$ cat config.mk
export PLATFORM = sky130hd
export DESIGN_NAME = sdi_word_aligner
export DESIGN_NICKNAME = d
export VERILOG_FILES = /design/src/rtl/sdia_pkg.sv /design/src/rtl/sdia_shift_det.sv /design/src/rtl/sdia_phase_ctrl.sv /design/src/rtl/sdia_word_out.sv /design/src/rtl/sdi_word_aligner.sv
export SDC_FILE = /design/constraint.sdc
export NUM_CORES = 1
export LEC_CHECK = 0
export BUFFER_PORTS_ARGS = -buffer_cell sky130_fd_sc_hd__buf_2
export CAP_MARGIN = 20
export CELL_PAD_IN_SITES_DETAIL_PLACEMENT = 2
export CELL_PAD_IN_SITES_GLOBAL_PLACEMENT = 2
export CORE_UTILIZATION = 33
export DETAILED_ROUTE_END_ITERATION = 8
export PLACE_DENSITY_LB_ADDON = 0.05
export SYNTH_ARGS = -nofsm -noshare
export SYNTH_HDL_FRONTEND = slang
export SYNTH_SLANG_ARGS = --single-unit
$ cat constraint.sdc
create_clock -name clk -period 2 [get_ports clk]
set_clock_uncertainty 0.2 [all_clocks]
set_input_delay 0.4 -clock clk [delete_from_list [all_inputs] [get_ports clk]]
set_output_delay 0.4 -clock clk [all_outputs]
set_load 0.005 [all_outputs]
$ cat src/rtl/sdia_pkg.sv
package sdia_pkg;
  // Classification of one preamble event against the current word phase
  typedef enum logic [1:0] {
    EV_NONE    = 2'd0,
    EV_ALIGNED = 2'd1,
    EV_MISS    = 2'd2
  } sync_ev_e;

  // Next state of the correction-pending flag for a given event
  function automatic logic pend_next(input sync_ev_e ev, input logic corr, input logic pend);
    case (ev)
      EV_ALIGNED: pend_next = 1'b0;
      EV_MISS:    pend_next = corr & ~pend;
      default:    pend_next = pend;
    endcase
  endfunction
endpackage

$ cat src/rtl/sdia_shift_det.sv
module sdia_shift_det #(
  parameter int W = 10,
  parameter int N = 3
) (
  input  logic           clk,
  input  logic           rst,
  input  logic           bit_in,
  output logic [W*N-1:0] sr_nxt,
  output logic           det
);
  localparam int TOT = W * N;

  logic [TOT-1:0] sr_q;
  logic [N-1:0]   wmatch;

  // newest bit enters at the top, so the oldest word sits in the low slice
  assign sr_nxt = {bit_in, sr_q[TOT-1:1]};

  genvar g;
  generate
    for (g = 0; g < N; g++) begin : g_word
      if (g == 0) begin : g_ones
        assign wmatch[g] = &sr_nxt[g*W +: W];
      end else begin : g_zeros
        assign wmatch[g] = ~|sr_nxt[g*W +: W];
      end
    end
  endgenerate

  assign det = &wmatch;

  always_ff @(posedge clk) begin
    if (rst) sr_q <= '0;
    else     sr_q <= sr_nxt;
  end
endmodule

$ cat src/rtl/sdia_phase_ctrl.sv
module sdia_phase_ctrl
  import sdia_pkg::*;
#(
  parameter int W = 10
) (
  input  logic clk,
  input  logic rst,
  input  logic det,
  input  logic corr_en,
  output logic miss,
  output logic capture
);
  localparam int CW = (W > 1) ? $clog2(W) : 1;
  localparam logic [CW-1:0] LAST = CW'(W - 1);

  logic [CW-1:0] cnt_q;
  logic          pend_q;
  logic          on_bnd;
  logic          realign;
  sync_ev_e      ev;

  assign on_bnd  = (cnt_q == LAST);
  assign ev      = !det ? EV_NONE : (on_bnd ? EV_ALIGNED : EV_MISS);
  assign miss    = (ev == EV_MISS);
  assign realign = miss & (~corr_en | pend_q);
  assign capture = on_bnd | realign;

  always_ff @(posedge clk) begin
    if (rst) begin
      cnt_q  <= '0;
      pend_q <= 1'b0;
    end else begin
      cnt_q  <= capture ? '0 : cnt_q + 1'b1;
      pend_q <= pend_next(ev, corr_en, pend_q);
    end
  end


  cnt_range_chk: assert property (@(posedge clk) disable iff (rst) cnt_q <= LAST);

  snap_now_chk: assert property (@(posedge clk) disable iff (rst)
    (det && !on_bnd && !corr_en) |=> (cnt_q == '0));

  first_miss_hold_chk: assert property (@(posedge clk) disable iff (rst)
    (det && !on_bnd && corr_en && !pend_q) |=> (pend_q && cnt_q != '0));

  aligned_clear_chk: assert property (@(posedge clk) disable iff (rst)
    (det && on_bnd) |=> !pend_q);
endmodule

$ cat src/rtl/sdia_word_out.sv
module sdia_word_out #(
  parameter int W = 10
) (
  input  logic         clk,
  input  logic         rst,
  input  logic         capture,
  input  logic [W-1:0] word_in,
  input  logic         det,
  input  logic         miss,
  output logic [W-1:0] word_out,
  output logic         word_stb,
  output logic         hsync,
  output logic         sync_err
);
  always_ff @(posedge clk) begin
    if (rst) begin
      word_out <= '0;
      word_stb <= 1'b0;
      hsync    <= 1'b0;
      sync_err <= 1'b0;
    end else begin
      if (capture) word_out <= word_in;
      word_stb <= capture;
      hsync    <= hsync ^ det;
      sync_err <= miss;
    end
  end


  word_hold_chk: assert property (@(posedge clk) disable iff (rst)
    !word_stb |-> $stable(word_out));

  hsync_flip_chk: assert property (@(posedge clk) disable iff (rst)
    det |=> (hsync != $past(hsync)));

  hsync_quiet_chk: assert property (@(posedge clk) disable iff (rst)
    !det |=> $stable(hsync));
endmodule

$ cat src/rtl/sdi_word_aligner.sv
module sdi_word_aligner #(
  parameter int WORD_W = 10,
  parameter int PRE_WORDS = 3
) (
  input  logic              clk,
  input  logic              rst,
  input  logic              bit_in,
  input  logic              corr_en,
  output logic [WORD_W-1:0] word_out,
  output logic              word_stb,
  output logic              hsync,
  output logic              sync_err
);
  localparam int TOT = WORD_W * PRE_WORDS;

  logic [TOT-1:0] sr_nxt;
  logic           det;
  logic           miss;
  logic           capture;

  sdia_shift_det #(.W(WORD_W), .N(PRE_WORDS)) i_shift (
    .clk    (clk),
    .rst    (rst),
    .bit_in (bit_in),
    .sr_nxt (sr_nxt),
    .det    (det)
  );

  sdia_phase_ctrl #(.W(WORD_W)) i_phase (
    .clk     (clk),
    .rst     (rst),
    .det     (det),
    .corr_en (corr_en),
    .miss    (miss),
    .capture (capture)
  );

  sdia_word_out #(.W(WORD_W)) i_out (
    .clk      (clk),
    .rst      (rst),
    .capture  (capture),
    .word_in  (sr_nxt[TOT-1 -: WORD_W]),
    .det      (det),
    .miss     (miss),
    .word_out (word_out),
    .word_stb (word_stb),
    .hsync    (hsync),
    .sync_err (sync_err)
  );
endmodule

==> summary.md, run 1 <==
| Metric | Value |
|---|---|
| Outcome | `finished with violations` |
| Violations in the final reports | `negative setup slack` |
| Number of max-cap violations | `0` |
| Vias | `1029` |
| DRT Wirelength | `3.31 mm` |
| Number of remaining DRC errors | `0` |
| Clock transition at the registers of the reported paths | `90 ps` |
| Leakage power figure | `0.000797 uW` |
| Via count normalized by instance count | `4.81` |
| R2R Setup Slk | `-240 ps` |
| Synthesized-area fraction occupied by adder cells | `1.65%` |
| Slew at the pin closest to its max-slew limit | `332 ps` |
| Complex-gate fraction of the synthesized area | `7.02%` |
| Latest clock arrival within the worst-skew pair | `300 ps` |
| Number of warnings printed during yosys synthesis | `0` |
| Fillers | `454` |
| Number of antenna violations at the first check in global routing | `0` |
| Share of post-route cells with drive strength above 1 | `33.3%` |
| Top-level I/O count | `17` |
| Net total in the final layout | `167` |
| Remaining Overflow, GRT | `0` |
| Hpwl dp | `2.24 mm` |
| Register bit count reported by yosys | `47` |
| Max Root-Sink Buffers | `2` |
| Width of the chip | `69.7 um` |
| Worst vdd ir | `0.000311 V` |
| Setup-failing EPs final | `17` |
| Final worst path period share | `112%` |
| Wire length of the first global-routing pass | `5.60 mm` |
| Parity-gate share of the synthesized area counting xor and xnor cells | `1.74%` |
| Largest fanout of any net on the critical path | `7` |
| Asr flop ratio synth | `0%` |
| Unrepaired setup endpoints after global routing | `yes` |
| Weighted congestion reported at the end of routability-driven placement | `0.692` |
| Number of cells after detailed placement | `204` |
| Average wire length per cell after detail routing | `15.5 um` |
| Setup_tns | `-3340 ps` |
| Area share of and/or/nand/nor cells after synthesis | `25.2%` |
| Count of pins over their slew limit | `0` |
| Area added between synthesis and finish | `26.0%` |
| Most used DFF post-synth | `dfxtp_1` |
| Multiplexer share of the synthesized area | `0%` |
| First-pass iteration count of the detailed router | `3` |
| Cell with the largest stage delay on the worst path | `or4_4` |
| Worst min-delay path category | `in -> reg` |
| Smallest setup slack after layout | `-240 ps` |
| Via count of the first global-routing pass | `1114` |
| Post-synth design cell area | `1510 um2` |
| Cell-by-cell listing of the critical path | `or4_4 -> or3_4 -> nor4_4 -> buf_4 -> a21oi_4 -> a22o_1` |
| # diodes | `0` |
| Maximum number of pins on one net before global-route repair | `33` |
| Endpoints failing hold | `0` |
| Number of enable flip-flop cells after synthesis | `0` |
| F_max | `446 MHz` |
| Floorplan core area | `4380 um2` |
| Antenna-violating nets left | `0` |
| Delay contributed by the slowest stage of the critical path | `530 ps` |
| Final critical path time including I/O delays and setup | `2240 ps` |
| Number of H-tree branching levels | `2` |
| Arrival time at the worst endpoint | `2240 ps` |
| Total clock sinks | `47` |
| Worst rel slew slack | `77.9%` |
| Starting density of the core | `34.5%` |
| CTS tree | `built` |
| Buffer type at the clock tree root | `clkbuf_8` |
| Tot GR Track Use | `15.2%` |
| Floorplan die area | `4860 um2` |
| Initial drt markers | `25` |
| Element type at the critical path start | `flop` |
| WP data required | `2000 ps` |
| Hold-fix buffers at CTS | `0` |
| Combinational family with the most area after synthesis | `simple AND/OR/NAND/NOR gates` |
| Input/output buffers | `16` |
| Kind of critical path | `reg -> reg` |
| Nets in the synthesized netlist | `133` |
| P per Cell Area | `824 nW/um2` |
| Type of element capturing the critical path | `flop` |
| Cell row count | `24` |
| Die outline height | `69.7 um` |
| Mean post-synth cell area | `11.9 um2` |
| Count of placed standard cells in the final layout, fillers left out | `214` |
| Num CTS Buffers | `5` |
| Post-synthesis cell count | `127` |
| Synth cell types | `26` |
| Sequential area share after synthesis | `62.1%` |
## layer usage
metal / vias up / GRT usage [%] / routed length, um
li1: 502 / - / -
met5: - / 0 / 0
met1: 505 / 18.4 / 1530
met4: 0 / 6.00 / 61
met3: 7 / 4.36 / 102
met2: 15 / 25.6 / 1610
## final timing paths
path                     from           endpoint  depth (start not counted)
max          i_shift.sr_q[25]  i_out.word_out[1]                          6
min                    bit_in  i_out.word_out[9]                          2
max reg2reg  i_shift.sr_q[25]  i_out.word_out[1]                          6
min reg2reg  i_shift.sr_q[18]   i_shift.sr_q[17]                          1
## cells in the final DEF, fill, tap and decap left out, types with 2 or more instances in the layout
cell      instances
nor2b_1          29
nand4_1           2
buf_4            13
or4_4             3
ha_1              2
nand2b_1          4
buf_6             2
clkbuf_8          5
a21oi_4           2
buf_2            16
dfxtp_2           2
a22o_1           10
nand3b_1          2
dfxtp_1          45
nor2b_4           2
nor4_1            2
## worst max-delay path: cells and delay by family (launching register included)
kind,cells,cell delay [ps]
flip-flops,1,340
AO/OA/AOI/OAI,2,340
buffers and inverters,1,190
AND/OR/NAND/NOR,3,1080
## flip-flops by register name, summed over array words and instances (netlist names)
name	cells
i_out.hsync	1
i_out.sync_err	1
i_out.word_out	10
i_out.word_stb	1
i_phase.cnt_q	4
i_phase.pend_q	1
i_shift.sr_q	29
## through the flow
| stage | worst slack (ps) | hold WS, ps | area (um2) | utilization [%] | total power (uW) |
|---|---|---|---|---|---|
| floorplan | -242 | 229 | 1520 | - | 1000 |
| global placement | -192 | 236 | 1740 | 39.6 | 1020 |
| detailed placement | -270 | 249 | 1740 | 39.6 | 1020 |
| CTS | -239 | 153 | 1880 | 42.9 | 1590 |
| global route | -320 | 197 | 1910 | 43.5 | 1640 |
| finish | -240 | 180 | 1910 | 43.5 | 1570 |
## cells in the mapped netlist (2+ instances only)
master,instances,area share (%)
and2_1,2,0.83
ha_1,2,1.7
nand3b_1,2,0.99
xnor2_1,2,1.2
clkbuf_1,3,0.74
nand4_1,2,0.83
a21oi_1,2,0.66
nor4_1,3,1.2
nor2b_1,31,13
a22o_1,10,5.8
or4_1,4,2.0
dfxtp_1,47,62
nand2b_1,4,1.7
## kinds of logic (layout without fill, tap and decap cells)
kind of cell             after synthesis  after routing
flip-flops                            47             47
buffers and inverters                  6             40
XOR/XNOR                               3              3
AND/OR/NAND/NOR                       56             56
AO/OA/AOI/OAI                         13             14
adder cells (fa/ha/maj)                2              2
## timing repair
| action | in CTS | in global routing |
|---|---|---|
| gates resized for setup | 9 | 7 |
| setup buffers | 1 | 0 |
| setup endpoints to repair | 17 | 18 |
| pin swaps | 2 | 8 |
| cloned | 1 | 0 |
## where the power goes
part	internal, uW	leakage [uW]	switching, uW	total [uW]
Sequential	943	0.000381	7.51	951
Clock	245	0.0000412	312	557
Combinational	28.9	0.000376	34.7	63.6
Total	1220	0.000797	354	1570
## final cells by class
type,instances,area (um2),area share (%)
multi-input cells,75,609,32.0
repair buffers,31,200,10.5
well taps,52,65.1,3.41
clock inverters,2,12.5,0.656
flip-flops and latches,47,943,49.5
inverters,1,3.75,0.197
clock buffers,6,72.6,3.81
Note: power is estimated with default switching activity, not from simulation.
==> run 2: changes to the inputs <==
- SYNTH_HIERARCHICAL: not set -> 1
==> summary.md, run 2 <==
| Metric | Value |
|---|---|
| Outcome | `finished with violations` |
| Asr flop ratio synth | `0%` |
| Hpwl dp | `2.27 mm` |
| Max reg flops | `29` |
| Number of remaining DRC errors | `2` |
| R2R Setup Slk | `20 ps` |
| Leading cell type in the layout, fill and taps excluded | `dfxtp_1` |
| Arrival time at the worst endpoint | `1970 ps` |
| Post-synth design cell area | `1560 um2` |
| Most flops, register | `i_shift/sr_q` |
| Starting density of the core | `35.2%` |
| Buffer type at the clock tree root | `clkbuf_8` |
| Clock transition at the registers of the reported paths | `80 ps` |
| Total clock sinks | `47` |
| Violations in the final reports | `design-rule violations` |
| Worst vdd ir | `0.000343 V` |
| Kind of critical path | `reg -> reg` |
| Floorplan die area | `5010 um2` |
| Dominant cell by count in the synthesized netlist | `dfxtp_1` |
| Input/output buffers | `16` |
| Wire length of the first global-routing pass | `5.43 mm` |
| Type of element capturing the critical path | `flop` |
| Via count of the first global-routing pass | `1097` |
| Floorplan core area | `4440 um2` |
| Net total in the final layout | `169` |
| Final critical path time including I/O delays and setup | `1980 ps` |
| First-pass iteration count of the detailed router | `8` |
| Width of the chip | `70.8 um` |
| Mean post-synth cell area | `11.4 um2` |
| Register bit count reported by yosys | `47` |
| Slew at the pin closest to its max-slew limit | `295 ps` |
| Remaining Overflow, GRT | `0` |
| Latest clock arrival within the worst-skew pair | `300 ps` |
| Top cells by area, synth | `dfxtp_1 (60%), nor2b_1 (13%), mux2i_1 (6.4%), nor2_1 (3.8%), nor4_2 (3.2%)` |
| Largest fanout of any net on the critical path | `11` |
| Area added between synthesis and finish | `19.7%` |
| Weighted congestion reported at the end of routability-driven placement | `0.695` |
| Setup-failing EPs final | `0` |
| Leakage power figure | `0.000800 uW` |
| Area share of the largest cell type after synthesis | `60.2%` |
| Worst rel slew slack | `80.2%` |
| # diodes | `0` |
| Number of max-cap violations | `0` |
| Via count normalized by instance count | `4.67` |
| Post-synth top area cell | `dfxtp_1` |
| CTS tree | `built` |
| Most frequent cells in the layout | `dfxtp_1 (45), nor2b_1 (32), buf_2 (16), nor2_1 (13), mux2i_1 (10)` |
| Smallest setup slack after layout | `15.5 ps` |
| DRT Wirelength | `3.22 mm` |
| Sequential area share after synthesis | `60.2%` |
| Nets in the synthesized netlist | `143` |
| Share of post-route cells with drive strength above 1 | `28.8%` |
| Antenna-violating nets left | `0` |
| Number of warnings printed during yosys synthesis | `6` |
| Setup_tns | `0 ps` |
| Synth cell types | `25` |
| Endpoints failing hold | `0` |
| Final worst path period share | `99.2%` |
| Post-synthesis cell count | `137` |
| Cell row count | `24` |
| Post-synth top cells | `dfxtp_1 (47), nor2b_1 (32), nor2_1 (16)` |
| WP data required | `1990 ps` |
| F_max | `504 MHz` |
| Max Root-Sink Buffers | `2` |
| Vias | `1004` |
| Top-level I/O count | `17` |
| P per Cell Area | `844 nW/um2` |
| Unrepaired setup endpoints after global routing | `yes` |
| Die outline height | `70.8 um` |
| Setup slack after placement | `-133 ps` |
| Number of H-tree branching levels | `2` |
| Element type at the critical path start | `flop` |
| Leading registers by flop count | `i_shift/sr_q x29, i_out/word_out x10, i_phase/cnt_q x4` |
| Number of enable flip-flop cells after synthesis | `0` |
| Most used DFF post-synth | `dfxtp_1` |
| Tot GR Track Use | `14.6%` |
| Worst min-delay path category | `in -> reg` |
| Number of antenna violations at the first check in global routing | `0` |
| Initial drt markers | `24` |
| Hold WS | `212 ps` |
| Num CTS Buffers | `5` |
| Maximum number of pins on one net before global-route repair | `24` |
| Average wire length per cell after detail routing | `15.0 um` |
| Count of pins over their slew limit | `0` |
run 2: area by class of cell:
type	instances	area (um2)
fill	487	2570
sequential	47	943
multi-input combinational	81	603
timing repair buffer	25	160
clock buffer	6	82.6
tap	52	65.1
inverter	3	11.3
clock inverter	1	5.00
run 2: metrics by stage:
stage | utilization (%) | instances | total power (uW) | area (um2)
final | 42.1 | 215 | 1580 | 1870
after global routing | 42.1 | 215 | 1640 | 1870
after CTS | 41.6 | 214 | 1600 | 1850
after detailed placement | 39.2 | 206 | 1020 | 1740
after global placement | 39.2 | 206 | 1020 | 1740
after floorplan | - | 137 | 1000 | 1570
run 2: power breakdown:
group	switching (uW)	internal (uW)
sequential	8.04	943
clock	305	272
combinational	28.8	22.0
run 2: worst max-delay path, cell delays in order, from the launching register on:
cell	delay (ps)
dfxtp_2	330
nor4_2	280
nand3b_1	150
nor4_4	290
nand2b_1	120
nand2_2	100
buf_12	150
mux2i_1	190
nor2_1	50
run 2: path summary, 6_finish.rpt:
kind | start | endpoint | cells past startpoint
hold / removal | rst | i_phase/pend_q | 3
setup reg to reg | i_shift/sr_q[14] | i_out/word_out[8] | 8
hold reg to reg | i_shift/sr_q[12] | i_shift/sr_q[11] | 1
setup / recovery | i_shift/sr_q[14] | i_out/word_out[8] | 8
run 2: repair_timing:
action | 4_1_cts | 5_1_grt
pin swaps | 1 | 3
buffers inserted | 1 | 1
setup endpoints to repair | 14 | 14
hold buffers | 0 | 0
resized for setup | 4 | 5
run 2: cell families (layout without fill, tap and decap cells):
kind of cell	count (synthesis)	after routing	share of synthesized area (%)
flops	47	47	60.2
simple gates	64	64	25.9
compound gates	2	2	1.12
xor+xnor	3	3	1.68
buf+inv	9	35	3.12
mux	10	10	6.41
fa+ha+maj	2	2	1.60
run 2: metal layers:
layer,vias up,track usage [%],part of all wire [%]
met5,-,0,0
met4,0,6.00,1.6
met3,5,4.42,3.8
met2,18,24.1,49
met1,487,17.8,46
li1,494,-,-
